File: src/rtl/ppi_port.sv
module ppi_port (
  input  logic       clk,
  input  logic       rst,
  input  logic       sel,
  input  logic       rd_en,
  input  logic       wr_en,
  input  logic [1:0] addr,
  input  logic [7:0] wdata,
  output logic [7:0] rdata,
  input  logic [7:0] pa_in,
  output logic [7:0] pa_out,
  output logic       pa_oe,
  input  logic [7:0] pb_in,
  output logic [7:0] pb_out,
  output logic       pb_oe,
  input  logic [7:0] pc_in,
  output logic [7:0] pc_out,
  output logic [7:0] pc_oe
);

  localparam logic [6:0] CTRL_RST = 7'b001_1011;

  logic [6:0] ctrl_q;
  logic [7:0] pa_q, pb_q, pc_q, pa_lat, pb_lat;
  logic [2:0] edge_d;
  logic       a_bf, a_irq, b_bf, b_irq;
  logic [7:0] hs_mask, hs_oe, hs_val, pc_rd;

  wire wr_a    = sel & wr_en & (addr == 2'd0);
  wire wr_b    = sel & wr_en & (addr == 2'd1);
  wire wr_c    = sel & wr_en & (addr == 2'd2);
  wire rd_a    = sel & rd_en & (addr == 2'd0);
  wire rd_b    = sel & rd_en & (addr == 2'd1);
  wire mode_wr = sel & wr_en & (addr == 2'd3) & wdata[7] & ~wdata[6];

  wire a_strb = (ctrl_q[6:5] == 2'b01);
  wire a_in   = ctrl_q[4];
  wire b_strb = ctrl_q[2];
  wire b_in   = ctrl_q[1];

  wire fall_b2 = edge_d[0] & ~pc_in[2];
  wire fall_a4 = edge_d[1] & ~pc_in[4];
  wire fall_a6 = edge_d[2] & ~pc_in[6];

  assign pa_oe  = ~ctrl_q[4];
  assign pb_oe  = ~ctrl_q[1];
  assign pa_out = pa_q;
  assign pb_out = pb_q;

  always_comb begin
    hs_mask = '0;
    hs_oe   = '0;
    hs_val  = '0;
    if (a_strb) begin
      hs_mask[3] = 1'b1;
      hs_oe[3]   = 1'b1;
      hs_val[3]  = a_irq;
      if (a_in) begin
        hs_mask[5:4] = 2'b11;
        hs_oe[5]     = 1'b1;
        hs_val[5]    = a_bf;
      end else begin
        hs_mask[7:6] = 2'b11;
        hs_oe[7]     = 1'b1;
        hs_val[7]    = ~a_bf;
      end
    end
    if (b_strb) begin
      hs_mask[2:0] = 3'b111;
      hs_oe[1:0]   = 2'b11;
      hs_val[0]    = b_irq;
      hs_val[1]    = b_in ? b_bf : ~b_bf;
    end
  end

  for (genvar i = 0; i < 8; i++) begin : g_pc
    localparam int DIR_BIT = (i >= 4) ? 3 : 0;
    assign pc_oe[i]  = hs_mask[i] ? hs_oe[i] : ~ctrl_q[DIR_BIT];
    assign pc_out[i] = hs_mask[i] ? hs_val[i] : pc_q[i];
    assign pc_rd[i]  = pc_oe[i] ? pc_out[i] : pc_in[i];
  end

  always_comb begin
    rdata = '0;
    if (sel && rd_en) begin
      case (addr)
        2'd0:    rdata = (a_strb && a_in) ? pa_lat : (pa_oe ? pa_q : pa_in);
        2'd1:    rdata = (b_strb && b_in) ? pb_lat : (pb_oe ? pb_q : pb_in);
        2'd2:    rdata = pc_rd;
        default: rdata = '0;
      endcase
    end
  end

  always_ff @(posedge clk) begin
    if (rst) begin
      ctrl_q <= CTRL_RST;
      pa_q   <= '0;
      pb_q   <= '0;
      pc_q   <= '0;
    end else if (mode_wr) begin
      ctrl_q <= wdata[6:0];
      pa_q   <= '0;
      pb_q   <= '0;
      pc_q   <= '0;
    end else begin
      if (wr_a) pa_q <= wdata;
      if (wr_b) pb_q <= wdata;
      if (wr_c) pc_q <= wdata;
    end
  end

  always_ff @(posedge clk) begin
    if (rst) edge_d <= 3'b111;
    else     edge_d <= {pc_in[6], pc_in[4], pc_in[2]};
  end

  always_ff @(posedge clk) begin
    if (rst) begin
      pa_lat <= '0;
      pb_lat <= '0;
    end else begin
      if (a_strb && a_in && fall_a4) pa_lat <= pa_in;
      if (b_strb && b_in && fall_b2) pb_lat <= pb_in;
    end
  end

  always_ff @(posedge clk) begin
    if (rst || mode_wr) begin
      a_bf  <= 1'b0;
      a_irq <= 1'b0;
    end else if (a_strb) begin
      if (a_in) begin
        if (fall_a4) begin
          a_bf  <= 1'b1;
          a_irq <= 1'b1;
        end else if (rd_a) begin
          a_bf  <= 1'b0;
          a_irq <= 1'b0;
        end
      end else begin
        if (wr_a) begin
          a_bf  <= 1'b1;
          a_irq <= 1'b0;
        end else if (fall_a6) begin
          a_bf  <= 1'b0;
          a_irq <= 1'b1;
        end
      end
    end
  end

  always_ff @(posedge clk) begin
    if (rst || mode_wr) begin
      b_bf  <= 1'b0;
      b_irq <= 1'b0;
    end else if (b_strb) begin
      if (b_in) begin
        if (fall_b2) begin
          b_bf  <= 1'b1;
          b_irq <= 1'b1;
        end else if (rd_b) begin
          b_bf  <= 1'b0;
          b_irq <= 1'b0;
        end
      end else begin
        if (wr_b) begin
          b_bf  <= 1'b1;
          b_irq <= 1'b0;
        end else if (fall_b2) begin
          b_bf  <= 1'b0;
          b_irq <= 1'b1;
        end
      end
    end
  end

  a_r1_reset_inputs: assert property (@(posedge clk) disable iff (rst)
    $fell(rst) |-> (!pa_oe && !pb_oe && pc_oe == 8'h00 && pa_out == 8'h00 && pb_out == 8'h00));

  a_r3_ignored_word: assert property (@(posedge clk) disable iff (rst)
    (sel && wr_en && addr == 2'd3 && (!wdata[7] || wdata[6])) |=> $stable(ctrl_q));

  a_r7_mode_clears: assert property (@(posedge clk) disable iff (rst)
    mode_wr |=> (pa_out == 8'h00 && pb_out == 8'h00 && !a_irq && !b_irq));

  a_r8_strobe_sets_full: assert property (@(posedge clk) disable iff (rst)
    (a_strb && a_in && fall_a4 && !(sel && wr_en)) |=> (pc_out[5] && pc_out[3]));

  a_r9_read_clears_full: assert property (@(posedge clk) disable iff (rst)
    (a_strb && a_in && rd_a && !fall_a4 && !wr_en) |=> (!pc_out[5] && !pc_out[3]));

  a_r10_write_sets_obf: assert property (@(posedge clk) disable iff (rst)
    (a_strb && !a_in && wr_a) |=> (!pc_out[7] && !pc_out[3]));

  a_r11_ack_releases: assert property (@(posedge clk) disable iff (rst)
    (a_strb && !a_in && fall_a6 && !(sel && wr_en)) |=> (pc_out[7] && pc_out[3]));

endmodule

File: config.mk
export PLATFORM = sky130hd
export DESIGN_NAME = ppi_port
export DESIGN_NICKNAME = d
export VERILOG_FILES = /design/src/rtl/ppi_port.sv
export SDC_FILE = /design/constraint.sdc
export NUM_CORES = 1
export LEC_CHECK = 0
export BUFFER_PORTS_ARGS = -buffer_cell sky130_fd_sc_hd__buf_2
export CAP_MARGIN = 20
export CORE_UTILIZATION = 40
export DETAILED_ROUTE_END_ITERATION = 16
export PLACE_DENSITY = 0.69
export SLEW_MARGIN = 20
export SYNTH_ARGS = -nofsm -noshare
export SYNTH_HDL_FRONTEND = slang
export SYNTH_SLANG_ARGS = --single-unit
File: constraint.sdc
create_clock -name clk -period 2.3 [get_ports clk]
set_input_delay 0 -clock clk [delete_from_list [all_inputs] [get_ports clk]]
set_output_delay 0 -clock clk [all_outputs]
set_load 0.02 [all_outputs]
==> results.tsv, run 1 <==
metric	value	unit
status	completed	
crit-path leading delay family	simple AND/OR/NAND/NOR gates	
crit start category	flip-flop	
final setup fails	0	
post-synth top area share	37.4	%
proportion of layout cells with a drive suffix above 1	24.3	%
critical-path cell list	nor2b_1, a21oi_1, mux2i_1, o31a_1, buf_2	
FMAX	477	MHz
Layout Cells excl Fill	566	
antenna violations before repair	0	
die area	7580	um^2
Ys Warns	0	
drt drc	0	
DR vias/cell	5.35	
Avg Cell Area, Syn	7.58	um^2
critical path depth	5	
total of max-cap violations	0	
Storage cell area	1080	um^2
crit path buf inv count	1	
register area share after synthesis	37.4	%
post-DP HPWL	6510	um
placed cells	531	
first-pass GRT wire length	14200	um
Sink Count	54	
Lkg Pwr	0.00147	uW
Setup CP Type	flip-flop to primary output	
Syn Inst Count	382	
Post-Place Cell Area	3280	um^2
CP peak stage delay	0.63	ns
Netlist cell types	42	
vias in the first global route	2818	
setup TNS	0	ns
worst hold path type	primary input to flip-flop	
NumNets Final	508	
Max-slew headroom	50.6	%
die height	87.1	um
later-pin clock latency in the skew report	0.31	ns
Port Buffer Count	80	
CTS tree	yes	
Post-synth top flop	dfxtp_1	
Routability Congestion	0.868	
final instance area	3660	um^2
Worst-path clk slew	0.10	ns
Post-synth EDFFs	0	
Die X	87.1	um
ANT nets after route	0	
final hold violation count	0	
area of the multi-input gates	1630	um^2
WP data required	2.30	ns
Core Area	6910	um^2
Async SR Flop Fraction	0	%
Mapped Area	2890	um^2
most frequent cells in the layout	nand2_1, buf_2, dfxtp_1, a21oi_1, o21ai_0	
cell taking the most area after synthesis	dfxtp_1	
drt total wl	9010	um
fillers	690	
WL/cell	15.9	um
worst hold stages	2	
cts bufs inserted	5	
Total GRT Usage	24.6	%
Slew Limit Fails	0	
RSZ-0062 raised after global routing	false	
Site Rows	30	
root buffer cell	clkbuf_8	
initial core utilization	41.9	%
synth-to-layout area growth	26.6	%
worst-margin pin slew	0.740	ns
routed via count	3026	
pwr dens	513	nW/um^2
Syn Nets	421	
Seq cells post-synth	54	
CP endpoint kind	primary output	
worst ir drop on vdd	0.279	mV
most common cell after layout, fill and taps aside	nand2_1	
Inserted Diodes	0	
worst-case clock buffer depth	2	
# Post-CTS Setup Buffers	0	
pin count of the biggest net entering global routing	29	
post-layout min period	2.10	ns
Worst path slowest cell	nor2b_1	
Hold-fix buffers, CTS	27	
R2R depth	4	
skew final	0.00737	ns
CP Max Fanout	10	
fin crit share	91.2	%
initial DRC count	246	
io pins	81	
DRT Pass-1 Iters	5	
htree depth	2	
gr ovfl total	0	
Area contributors post-synth	dfxtp_1, nand2_1, a21oi_1	
Worst Path Arrival	2.10	ns
cts repair resizes	0	
## synthesized netlist by cell type (6+ instances only)
master	count
a21oi_1	47
a21oi_2	10
a31oi_1	9
buf_2	13
clkbuf_1	11
dfxtp_1	54
mux2i_1	16
nand2_1	103
nor2_1	10
nor2b_1	9
o21ai_0	31
o31a_1	6
## layout make-up
class	instances	share of cell area, %
multi-input combinational	293	44.6
inverter	3	0.307
tap	96	3.28
clock buffer	6	1.98
timing repair buffer	112	19.3
clock inverter	2	1.02
sequential	54	29.5
## registers in the layout, indices dropped and copies added (netlist names), 3 cells and up
register	cells
ctrl_q	7
edge_d	3
pa_lat	8
pa_out	8
pb_lat	8
pb_out	8
pc_q	8
## per-stage QoR
| stage | power [uW] | hold WS (ns) | utilization, % | setup WS [ns] |
|---|---|---|---|---|
| floorplan | 1120 | 0.107 | - | 0.786 |
| global placement | 1200 | 0.220 | 47.6 | 0.596 |
| detailed placement | 1210 | 0.228 | 47.6 | 0.575 |
| CTS | 1880 | 0.148 | 53.1 | 0.223 |
| global route | 1940 | 0.155 | 53.1 | 0.0404 |
| finish | 1880 | 0.141 | 53.1 | 0.203 |
## worst paths after layout
kind	slack, ns	from	end
worst max-delay path	0.20	ctrl_q[5]$_SDFFE_PP0P_	rdata[4]
worst min-delay path	0.14	rst	ctrl_q[2]$_SDFFE_PP0P_
worst max register to register	0.80	ctrl_q[6]$_SDFFE_PP0P_	a_bf$_SDFFE_PP0P_
worst min register to register	0.46	pb_lat[0]$_SDFFE_PP0P_	pb_lat[0]$_SDFFE_PP0P_
## where the power goes
| part | internal, uW | total [uW] | leakage, uW | switching, uW |
|---|---|---|---|---|
| registers | 948 | 961 | 0.000437 | 12.9 |
| clock network | 326 | 656 | 0.0000514 | 331 |
| logic | 113 | 262 | 0.000984 | 149 |
## routing by layer
layer | GRT usage, % | wire [um]
met5 | 0 | 0
met4 | 8.48 | 147
met3 | 2.84 | 452
met2 | 39.9 | 4270
met1 | 33.7 | 4140
## cells by family (layout without fill, tap and decap cells)
family / Yosys count / after routing / synth area share (%)
flip-flops: 54 / 54 / 37.4
XOR/XNOR: 1 / 1 / 0.303
multiplexers: 20 / 20 / 7.09
AND/OR/NAND/NOR: 154 / 154 / 24.5
AO/OA/AOI/OAI: 118 / 118 / 24.6
buffers and inverters: 35 / 123 / 6.18
No activity file was read; power rests on OpenSTA's default activity.
==> inputs of run 2 (changes only) <==
--- a/config.mk
+++ b/config.mk
@@ -7,9 +7,9 @@
 export LEC_CHECK = 0
 export BUFFER_PORTS_ARGS = -buffer_cell sky130_fd_sc_hd__buf_2
 export CAP_MARGIN = 20
-export CORE_UTILIZATION = 40
+export CORE_UTILIZATION = 56
 export DETAILED_ROUTE_END_ITERATION = 16
-export PLACE_DENSITY = 0.69
+export PLACE_DENSITY = 0.9
 export SLEW_MARGIN = 20
 export SYNTH_ARGS = -nofsm -noshare
 export SYNTH_HDL_FRONTEND = slang
==> run 2 against run 1 <==
Compared with the run above:
- flip-flop and latch count is the same
- register-to-register slack lost 0.12 ns
- die area shrank 28%
- largest power group unchanged
- highest routed layer unchanged
==> results.tsv, run 2 (same netlist as run 1, synthesis figures left out) <==
metric	value	unit	change
fillers	387		-44%
Worst-path clk slew	0.10	ns	about the same
critical path depth	5		unchanged
io pins	81		unchanged
Max-slew headroom	49.2	%	-1.3 points
drt drc	0		unchanged
root buffer cell	clkbuf_8		
RSZ-0062 raised after global routing	false		
DRT Pass-1 Iters	7		+2
first-pass GRT wire length	13900	um	-2.2%
Die X	73.9	um	-15%
Slew Limit Fails	0		unchanged
DR vias/cell	5.96		+12%
CTS tree	yes		
post-place setup slack	0.600	ns	+0.0246 ns
antenna violations before repair	0		unchanged
status	completed		
worst-margin pin slew	0.760	ns	+0.0201 ns
worst-case clock buffer depth	2		unchanged
met2 WL	4320	um	+1.1%
synth-to-layout area growth	25.0	%	
final setup fails	0		unchanged
Worst path slowest cell	nor2b_1		
worst hold path type	primary input to flip-flop		
WP data required	2.30	ns	about the same
crit start category	flip-flop		
Port Buffer Count	80		unchanged
FMAX	478	MHz	+0.26%
WL/cell	16.9	um	+5.9%
die height	73.9	um	-15%
Site Rows	25		-17%
gr ovfl total	0		unchanged
critical-path cell list	nor2b_1, a21oi_1, mux2i_1, o31a_1, buf_2		
worst hold stages	4		+2
ANT nets after route	0		unchanged
Inserted Diodes	0		unchanged
CP endpoint kind	primary output		
crit-path leading delay family	simple AND/OR/NAND/NOR gates		
Setup CP Type	flip-flop to primary output		
Sink Count	54		unchanged
proportion of layout cells with a drive suffix above 1	24.5	%	+0.21 points
CP Max Fanout	10		unchanged
R2R depth	4		unchanged
NumNets Final	508		unchanged
drt total wl	9050	um	+0.44%
cts bufs inserted	5		unchanged
Core Area	4850	um^2	-30%
Top Layer Used	met4		
post-DP HPWL	6420	um	-1.3%
Worst Path Arrival	2.09	ns	about the same
metal3 WL	838	um	+85%
initial DRC count	256		+4.1%
most common cell after layout, fill and taps aside	nand2_1		
pwr dens	499	nW/um^2	-2.7%
total of max-cap violations	0		unchanged
die area	5460	um^2	-28%
htree depth	2		unchanged
setup TNS	0	ns	unchanged
worst ir drop on vdd	0.568	mV	+100%
later-pin clock latency in the skew report	0.31	ns	about the same
Total GRT Usage	34.3	%	+9.7 points
DRT met1 WL	3590	um	-13%
final worst setup slack	0.208	ns	+0.00536 ns
skew final	0.00365	ns	-0.00372 ns
CP peak stage delay	0.57	ns	-0.06 ns
final hold violation count	0		unchanged
Routability Congestion	0.901		+3.8%
crit path buf inv count	1		unchanged
routed via count	3203		+5.8%
fin crit share	91.0	%	-0.23 points
pin count of the biggest net entering global routing	27		-6.9%
most frequent cells in the layout	nand2_1, buf_2, dfxtp_1, a21oi_1, o21ai_0		
post-layout min period	2.09	ns	-0.00536 ns
initial core utilization	59.7	%	+18 points
vias in the first global route	2838		+0.71%
Lkg Pwr	0.00147	uW	-0.24%
run 2: changes by cell type in the layout (fill, tap and decap cells not counted), sizes merged:
cell    change
inv         +1
bufinv      -1
run 2: timing repair:
item,CTS,global route
buffers inserted,0,0
hold buffers,27,0
gates resized for setup,0,0
hold endpoints to repair,47,0
endpoints found under the setup margin,0,0
run 2: worst paths after layout:
kind	start	end	slack [ns]
max	ctrl_q[5]$_SDFFE_PP0P_	rdata[4]	0.21
min	sel	b_irq$_SDFFE_PP0P_	0.15
max reg2reg	ctrl_q[4]$_SDFFE_PP1P_	pa_lat[4]$_SDFFE_PP0P_	0.68
min reg2reg	pb_lat[3]$_SDFFE_PP0P_	pb_lat[3]$_SDFFE_PP0P_	0.46
run 2: power breakdown:
part	switching (uW)	internal (uW)	leakage (uW)	total (uW)
clock	330	249	0.0000478	579
sequential	13.3	948	0.000437	961
combinational	151	113	0.000984	264
run 2: area by class of cell:
type | instances | area (um^2) | share of cell area, %
Clock buffer | 6 | 82.6 | 2.28
Clock inverter | 2 | 16.3 | 0.450
Inverter | 3 | 11.3 | 0.311
Multi-Input combinational cell | 293 | 1630 | 45.2
Sequential cell | 54 | 1080 | 29.9
Tap cell | 67 | 83.8 | 2.32
Timing Repair Buffer | 112 | 708 | 19.6
run 2: worst register-to-register path, cell delays in order (launching register included):
cell and delay (ns):
dfxtp_1 0.48, nand3b_1 0.21, nor2_1 0.54, nand2_1 0.14
a21oi_1 0.17
run 2: through the flow:
stage | area, um^2 | std cells | hold slack, ns | total power, uW | util, %
CTS | 3620 | 537 | 0.132 | 1810 | 74.6
global placement | 3250 | 502 | 0.221 | 1200 | 67.0
finish | 3620 | 537 | 0.153 | 1800 | 74.6
floorplan | 2890 | 382 | 0.107 | 1120 | -
global route | 3620 | 537 | 0.168 | 1870 | 74.6
detailed placement | 3250 | 502 | 0.226 | 1200 | 67.0
run 2: routing by layer:
| metal | up-vias | track usage [%] |
|---|---|---|
| met1 | 1479 | 43.3 |
| li1 | 1489 | - |
| met4 | 0 | 13.2 |
| met3 | 42 | 8.92 |
| met2 | 193 | 55.7 |
| met5 | - | 0 |
